## config.mk

```make
export PLATFORM = sky130hd
export DESIGN_NAME = store_coalesce_buf
export DESIGN_NICKNAME = d
export VERILOG_FILES = /design/src/rtl/scb_pkg.sv /design/src/rtl/scb_entry_store.sv /design/src/rtl/scb_run_scan.sv /design/src/rtl/store_coalesce_buf.sv
export SDC_FILE = /design/constraint.sdc
export NUM_CORES = 2
export LEC_CHECK = 0
export ABC_AREA = 1
export BUFFER_PORTS_ARGS = -buffer_cell sky130_fd_sc_hd__buf_2
export CAP_MARGIN = 10
export CELL_PAD_IN_SITES_DETAIL_PLACEMENT = 1
export CELL_PAD_IN_SITES_GLOBAL_PLACEMENT = 1
export CORE_MARGIN = 10
export CORE_UTILIZATION = 50
export DETAILED_ROUTE_END_ITERATION = 8
export PLACE_DENSITY = 0.86
export SLEW_MARGIN = 5
export SYNTH_ARGS = -nofsm -noshare
export SYNTH_HDL_FRONTEND = slang
export SYNTH_SLANG_ARGS = --single-unit
```

## constraint.sdc

```tcl
create_clock -name clk -period 11.97 [get_ports clk]
set_input_delay 0.5985 -clock clk [delete_from_list [all_inputs] [get_ports clk]]
set_output_delay 0.5985 -clock clk [all_outputs]
set_load 0.1 [all_outputs]
```

## src/rtl/scb_pkg.sv

```systemverilog
package scb_pkg;

    typedef struct packed {
        logic [31:0] addr;
        logic [31:0] data;
        logic [3:0]  be;
    } scb_entry_t;

    typedef enum logic [1:0] {
        ST_IDLE = 2'd0,
        ST_SEND = 2'd1,
        ST_WAIT = 2'd2
    } scb_state_e;

endpackage

```

## src/rtl/scb_entry_store.sv

```systemverilog
module scb_entry_store
    import scb_pkg::*;
#(
    parameter int DEPTH = 8,
    localparam int PTR_W = $clog2(DEPTH)
) (
    input  logic       clk,
    input  logic       wr_en,
    input  logic [PTR_W-1:0] wr_ptr,
    input  scb_entry_t wr_entry,
    input  logic [PTR_W-1:0] head_ptr,
    output scb_entry_t ordered [DEPTH]
);

    scb_entry_t slots_q [DEPTH];

    always_ff @(posedge clk) begin
        if (wr_en) begin
            slots_q[wr_ptr] <= wr_entry;
        end
    end

    // Present the slots oldest first, starting at the head pointer.
    for (genvar gi = 0; gi < DEPTH; gi++) begin : g_rot
        assign ordered[gi] = slots_q[head_ptr + PTR_W'(gi)];
    end

endmodule

```

## src/rtl/scb_run_scan.sv

```systemverilog
module scb_run_scan #(
    parameter int DEPTH = 8,
    localparam int CNT_W = $clog2(DEPTH + 1)
) (
    input  logic [31:0]      addr_ord [DEPTH],
    input  logic [CNT_W-1:0] held,
    output logic [CNT_W-1:0] run_len
);

    logic [DEPTH-1:0] chain;

    assign chain[0] = 1'b1;
    for (genvar gi = 1; gi < DEPTH; gi++) begin : g_link
        assign chain[gi] =
            (addr_ord[gi][31:2] == addr_ord[gi-1][31:2] + 30'd1) &&
            (addr_ord[gi][31:12] == addr_ord[gi-1][31:12]);
    end

    always_comb begin
        logic alive;
        alive   = 1'b1;
        run_len = (held != '0) ? CNT_W'(1) : '0;
        for (int i = 1; i < DEPTH; i++) begin
            if (alive && (CNT_W'(i) < held) && chain[i]) begin
                run_len = CNT_W'(i + 1);
            end else begin
                alive = 1'b0;
            end
        end
    end

endmodule

```

## src/rtl/store_coalesce_buf.sv

```systemverilog
module store_coalesce_buf
    import scb_pkg::*;
#(
    parameter int DEPTH = 8,
    localparam int PTR_W = $clog2(DEPTH),
    localparam int CNT_W = $clog2(DEPTH + 1)
) (
    input  logic             clk,
    input  logic             rst_n,
    input  logic             push_valid,
    input  logic [31:0]      push_addr,
    input  logic [31:0]      push_data,
    input  logic [3:0]       push_be,
    output logic             full,
    output logic             empty,
    output logic             req_valid,
    input  logic             req_ready,
    output logic [31:0]      req_addr,
    output logic [31:0]      req_data,
    output logic [3:0]       req_be,
    output logic [CNT_W-1:0] req_len,
    output logic             req_last,
    input  logic             rsp_valid,
    input  logic             rsp_error,
    output logic             err_flag
);

    typedef struct packed {
        scb_state_e       state;
        logic [PTR_W-1:0] head;
        logic [PTR_W-1:0] tail;
        logic [CNT_W-1:0] count;
        logic [CNT_W-1:0] beat;
        logic [CNT_W-1:0] len;
        logic             err;
    } ctl_t;

    ctl_t ctl_d, ctl_q;

    scb_entry_t       ordered [DEPTH];
    logic [31:0]      addr_ord [DEPTH];
    logic [CNT_W-1:0] run_len;
    logic             push_ok;
    scb_entry_t       cur;

    for (genvar gi = 0; gi < DEPTH; gi++) begin : g_addr
        assign addr_ord[gi] = ordered[gi].addr;
    end

    assign push_ok = push_valid && (ctl_q.count != CNT_W'(DEPTH));

    scb_entry_store #(.DEPTH(DEPTH)) u_store (
        .clk      (clk),
        .wr_en    (push_ok),
        .wr_ptr   (ctl_q.tail),
        .wr_entry ('{addr: push_addr, data: push_data, be: push_be}),
        .head_ptr (ctl_q.head),
        .ordered  (ordered)
    );

    scb_run_scan #(.DEPTH(DEPTH)) u_scan (
        .addr_ord (addr_ord),
        .held     (ctl_q.count),
        .run_len  (run_len)
    );

    always_comb begin
        logic [CNT_W-1:0] pop_n;
        ctl_d = ctl_q;
        pop_n = '0;
        unique case (ctl_q.state)
            ST_IDLE: begin
                if (ctl_q.count != '0) begin
                    ctl_d.len   = run_len;
                    ctl_d.beat  = '0;
                    ctl_d.state = ST_SEND;
                end
            end
            ST_SEND: begin
                if (req_ready) begin
                    if (ctl_q.beat == ctl_q.len - CNT_W'(1)) begin
                        ctl_d.state = ST_WAIT;
                    end else begin
                        ctl_d.beat = ctl_q.beat + CNT_W'(1);
                    end
                end
            end
            ST_WAIT: begin
                if (rsp_valid) begin
                    pop_n       = ctl_q.len;
                    ctl_d.head  = ctl_q.head + PTR_W'(ctl_q.len);
                    ctl_d.err   = ctl_q.err | rsp_error;
                    ctl_d.state = ST_IDLE;
                end
            end
            default: ctl_d.state = ST_IDLE;
        endcase
        if (push_ok) begin
            ctl_d.tail = ctl_q.tail + PTR_W'(1);
        end
        ctl_d.count = ctl_q.count + CNT_W'(push_ok) - pop_n;
    end

    always_ff @(posedge clk or negedge rst_n) begin
        if (!rst_n) begin
            ctl_q <= '{state: ST_IDLE, default: '0};
        end else begin
            ctl_q <= ctl_d;
        end
    end

    assign cur       = ordered[ctl_q.beat[PTR_W-1:0]];
    assign req_valid = (ctl_q.state == ST_SEND);
    assign req_addr  = cur.addr;
    assign req_data  = cur.data;
    assign req_be    = cur.be;
    assign req_len   = ctl_q.len;
    assign req_last  = req_valid && (ctl_q.beat == ctl_q.len - CNT_W'(1));
    assign full      = (ctl_q.count == CNT_W'(DEPTH));
    assign empty     = (ctl_q.count == '0);
    assign err_flag  = ctl_q.err;

endmodule

```

; ---- Yosys cells after proc, flatten, opt, wreduce, memory -nomap -nowiden
; Memory sizes are Yosys's and may differ from the RTL's.
; Index checks and enable logic that the tools add are counted.
[word_totals]
register_bits = 21
ram_bits = 544
input_bits = 74
output_inout_bits = 77
wordCells = 121
mem_count = 1
[classes]
add_sub_neg = 20
magnitude_cmp = 8
n_eq_ne = 24
n_mux = 29
n_bitwise = 2
n_reduce_logical = 30
[mem_list]
columns = name, depth, word_bits, read_ports, rd_clocked_by_memory_dff, write_ports, line
row1 = u_store.slots_q, 8, 68, 8, 0, 1, scb_entry_store.sv:15  ; scb_entry_t slots_q [DEPTH];
[ops]
columns = op, count
row1 = adder 30 x 1 -> 30 bit (second input constant), 7
row2 = equality test 30 bit, 7
row3 = binary-select mux 68 bit (select 3 bit), 1
row4 = equality test 20 bit, 7
row5 = 2-to-1 mux 68 bit, 2
row6 = 2-to-1 mux 4 bit, 10
row7 = logical AND 1 bit, 22
row8 = less-than comparator 3 x 4 -> 1 bit (first input constant), 4
row9 = adder 3 bit (second input constant), 4
row10 = less-than comparator 2 x 4 -> 1 bit (first input constant), 2
row11 = 2-to-1 mux 1 bit, 8
row12 = 2-to-1 mux 2 bit, 4
row13 = 2-to-1 mux 8 bit, 1
row14 = one-hot mux 4 bit (2 select lines), 1
row15 = AND reduction 4 bit, 2
row16 = adder 3 x 1 -> 3 bit (second input constant), 2
row17 = adder 3 x 2 -> 3 bit (second input constant), 2
row18 = inequality test 2 bit (second input constant), 3
row19 = one-hot mux 2 bit (3 select lines), 1
row20 = 2-to-1 mux 5 bit, 1
row21 = adder 4 x 1 -> 4 bit, 1
row22 = adder 4 x 1 -> 4 bit (second input constant), 1
row23 = equality test 4 bit, 1
row24 = equality test 4 bit (second input constant), 1
row25 = other kinds (16), 18

; ---- Longest topological paths before layout
; An unclocked memory read counts as a cell.
[depth]
depth_word = 26
depth_mapped = 35
mapped_depth_nobuf = 28

; ---- Cells and area by module
; Synthesis repeated with hierarchy kept, for this count alone.
[unflattened]
hier_cells = 7202
hier_area_um2 = 47535.6
[modules_own_cells]
columns = module, n_inst, cells_each, area_per_inst_um2, seq_area_each_um2
row1 = scb_entry_store, 1, 4750, 35260.1, 16335.7
row2 = scb_run_scan, 1, 1310, 6446.2, 0.0
row3 = store_coalesce_buf, 1, 1142, 5829.3, 525.5

; ---- Worst setup path before layout
; OpenSTA, ideal clock, no wires.
[synth_path]
path_kind = reg-to-output
from = register ctl_q[17] (netlist bit)
to = output req_data[23]
t_arrival_ns = 5.814
t_required_ns = 11.372
setup_slack_ns = 5.558
stages_incl_launch_ff = 22
path_buffers = 10
path_cell_list = dfrtp_1 -> inv_2 -> buf_4 -> buf_2 -> buf_2 -> clkbuf_1 -> clkbuf_1 -> ha_1 -> inv_1 -> buf_2 -> buf_2 -> buf_2 -> clkbuf_1 -> buf_1 -> nand2_1 -> o21ai_0 -> o21ai_0 -> a21oi_1 -> a21oi_1 -> nand2_1 -> a21oi_1 -> a311oi_1
[synth_via]
elab_chain_cells = 5
elab_cells_between_ends = 11
classes_between = add/sub (7) / mux (3) / memory (1)
[synth_rtl]
columns = item, line
row1 = "start, declared", store_coalesce_buf.sv:38  ; ctl_t ctl_d, ctl_q;
row2 = "start signal, assigned", store_coalesce_buf.sv:108  ; ctl_q <= ctl_d;
row3 = "adder 3 bit, or another cell as far along", scb_entry_store.sv:25  ; assign ordered[gi] = slots_q[head_ptr + PTR_W'(gi)];
row4 = memory (8 x 68 bit) (*), --
row5 = binary-select mux 68 bit (select 3 bit) (*), store_coalesce_buf.sv:112  ; assign cur = ordered[ctl_q.beat[PTR_W-1:0]];
row6 = 2-to-1 mux 68 bit (implied by the code) (*) (2 in series), store_coalesce_buf.sv:112
row7 = "end, declared", store_coalesce_buf.sv:19  ; output logic [31:0] req_data,
; Every way passes the cells marked *; elsewhere a longest branch is shown, timed or not. The select of a mux whose other input is x is not followed.

; ---- Final worst setup path
[layout_path]
from = register ctl_q[18] (netlist bit)
to = output req_addr[22]
[layout_via]
elab_chain_cells = 5
elab_cells_between_ends = 11
classes_between = add/sub (7) / mux (3) / memory (1)
[layout_rtl]
columns = item, line
row1 = "adder 3 bit, or another cell as far along", scb_entry_store.sv:25
row2 = memory (8 x 68 bit) (*), --
row3 = binary-select mux 68 bit (select 3 bit) (*), store_coalesce_buf.sv:112
row4 = 2-to-1 mux 68 bit (implied by the code) (*) (2 in series), store_coalesce_buf.sv:112
row5 = "end, declared", store_coalesce_buf.sv:18  ; output logic [31:0] req_addr,
; Marked as above.

==> results_dict.tcl <==
set metrics [dict create \
    status "completed" \
    synth_top_cells_by_area "edfxtp_1 (33%), nand2_1 (25%), nand3_1 (12%)" \
    cts-resized-gates 0 \
    fmax_ghz 0.136 \
    num_vias 57900 \
    ant_nets 0 \
    cap_violations 0 \
    hpwl_um 160000 \
    path_delay_family "buffers and inverters" \
    synthArstFlopShare_pct 3.72 \
    dpl_cell_area_um2 50400 \
    portBuffers 150 \
    final.setup_skew_ns 0.0418 \
    worst_hold_startpoint "rsp_error" \
    netlist_instances 7837 \
    grt_overflow 0 \
    hold_depth 2 \
    io_pins 151 \
    avgSynthCellArea_um2 6.34 \
    timing.rr.end "req_len[2]" \
    min_path_type "input port to flip-flop" \
    grt_pass1_vias 58200 \
    core_um2 98400 \
    numCtsBuffers 69 \
    synth_top_area_cell "edfxtp_1" \
    worstSkewPairLatency_ns 0.69 \
    period_needed_ns 7.37 \
    die_w_um 335 \
    wl_um 233000 \
    startpoint_type "flip-flop" \
    postLayoutCellArea_um2 52600 \
    cts_setup_buffers 0 \
    critical_path.max_fanout 117 \
    synth-warning-count 0 \
    cp_cell_sequence "buf_12 -> nand2_1 -> nand2_8 -> inv_6 -> buf_4 -> nand3_1 -> nand2_1 -> nor2_1 -> o22ai_1 -> nor2_1 -> a31oi_1 -> buf_2" \
    final_util_pct 53.4 \
    critical_path_class "flip-flop to primary output" \
    yosysUniqueCellTypes 57 \
    path_buf_inv 4 \
    drive_above_1_share_pct 6.07 \
    drt_pass1_iterations 6 \
    tns_ns 0 \
    syn_nets 7932 \
    grt_first_pass_wirelength_um 350000 \
    r2r_setup_slack_ns 5.49 \
    rows 115 \
    critPathSlowestCell "inv_6" \
    worst_setup_path_end_kind "primary output" \
    fp.dieH_um 335 \
    setup_viol 0 \
    drv_slew 0 \
    ys_ff_latch 565 \
    crit_path_max_incr_delay_ns 0.95 \
    wl_per_cell_um 25.9 \
    viasPerCell 6.44 \
    synth_top_area_share_pct 32.9 \
    worst_pin_slew_ns 1.18 \
    area_growth_pct 5.93 \
    holdPathEnd "err_flag" \
    cts_tree "built" \
    dr.first_iter.drc_count 6184 \
    grt_max_degree 218 \
    synth-edff-count 544 \
    ys.flop_type "edfxtp_1" \
    clk_path_buf_depth 3 \
    cp.required_ns 11.37 \
    place.gp.congestion 1.05 \
    whs_ns 0.173 \
    r2r_cells 21 \
    slew_headroom_pct 21.4 \
    clkSinkCount 565 \
    antenna_found_initial 25 \
    cts-root-buf "clkbuf_16" \
    track_usage_pct 40.3 \
    clk_pin_slew_ns 0.07 \
    drc 0 \
    r2r-start "ctl_q[16]" \
    synthesis.area_um2 49600 \
    rsz0062_at_grt "no" \
    htreeDepth 3 \
    timing.final.hold_violations 0 \
    die_area_um2 112000 \
    arrival_ns 6.77 \
    initial_core_util_pct 50.4 \
    period_share_pct 61.6 \
    fin_nets 7725 \
    ys_seq_area_share_pct 34.0 \
]
## worst max path at each step
stage	from	to	slack, ns	cells past startpoint
floorplan	ctl_q[17]	req_data[23]	5.56	21
global placement	ctl_q[16]	req_addr[25]	5.58	13
detailed placement	ctl_q[16]	req_addr[25]	5.50	13
CTS	ctl_q[16]	req_addr[25]	4.77	13
global route	ctl_q[16]	req_addr[25]	4.29	13
finish	ctl_q[18]	req_addr[22]	4.60	12
## area by class of cell
type,instances,area (um2)
clock buffer,92,1900
timing repair buffer,210,1300
clock inverter,30,258
tap,1287,1610
inverter,318,1250
antenna,16,40.0
multi-input combinational,6466,29400
fill,13500,45800
sequential,565,16900
## layer usage
layer | share of wire, % | vias up | track usage, %
met4 | 7.9 | 10 | 29.9
met1 | 37 | 28100 | 46.5
met3 | 8.6 | 866 | 6.89
li1 | - | 25900 | -
met5 | 0.026 | - | 0
met2 | 47 | 3014 | 66.7
## through the flow
step	cells	setup WS (ns)
floorplan	7837	5.56
global placement	8845	5.58
detailed placement	8845	5.50
CTS	8968	4.77
global route	8982	4.29
finish	8984	4.60
## timing repair
action                                 in CTS  in global routing
hold buffers                                1                  0
setup endpoints to repair                   0                  0
endpoints found under the hold margin      21                  0
## kinds of logic after synthesis
family                   count (synthesis)  share of synthesized area, %
AO/OA/AOI/OAI                         1148                          13.0
buffers and inverters                  806                          7.14
flip-flops                             565                          34.0
adder cells (fa/ha/maj)                 21                         0.559
AND/OR/NAND/NOR                       5213                          43.8
XOR/XNOR                                84                          1.50
## worst register-to-register path: cells and delay by family, from the launching register on
kind | cells | cell delay [ns]
buffers and inverters | 5 | 3.13
AND/OR/NAND/NOR | 15 | 2.35
flip-flops | 1 | 0.70
AO/OA/AOI/OAI | 1 | 0.23
## cells in the final DEF (no fill, tap or decap), drive strengths merged, types with 3 or more instances in the layout
cell type,count
nand4,55
a211oi,11
inv,315
clkbuf,92
nand2,3375
edfxtp,544
o21ai,629
nand3,1230
xor2,36
a221oi,22
o21bai,25
a31oi,74
o211ai,118
clkinvlp,3
buf,209
o22ai,28
clkinv,29
ha,19
a32o,5
dfrtp,21
diode,16
a311oi,10
nor2,498
xnor2,48
nand3b,14
or2,4
a21oi,222
nor3,27
or3,3
## registers in the layout, summed over array words and instances, names as in the netlist
signal           flops
u_store.slots_q    544
ctl_q               16
err_flag             1
req_len              4
## cell usage after synthesis (28+ instances only)
master       n
a21oi_1    222
a31oi_1     74
buf_1       77
buf_2       98
buf_4       43
clkbuf_1   242
edfxtp_1   544
inv_1      290
nand2_1   3332
nand2_2     41
nand3_1   1214
nand4_1     54
nor2_1     456
nor2_2      31
o211ai_1   118
o21ai_0    581
o21ai_1     39
o22ai_1     28
xnor2_1     48
xor2_1      35
Power is not shown: default switching activity piles up to over one toggle a cycle in this logic, so the estimate is an artifact.
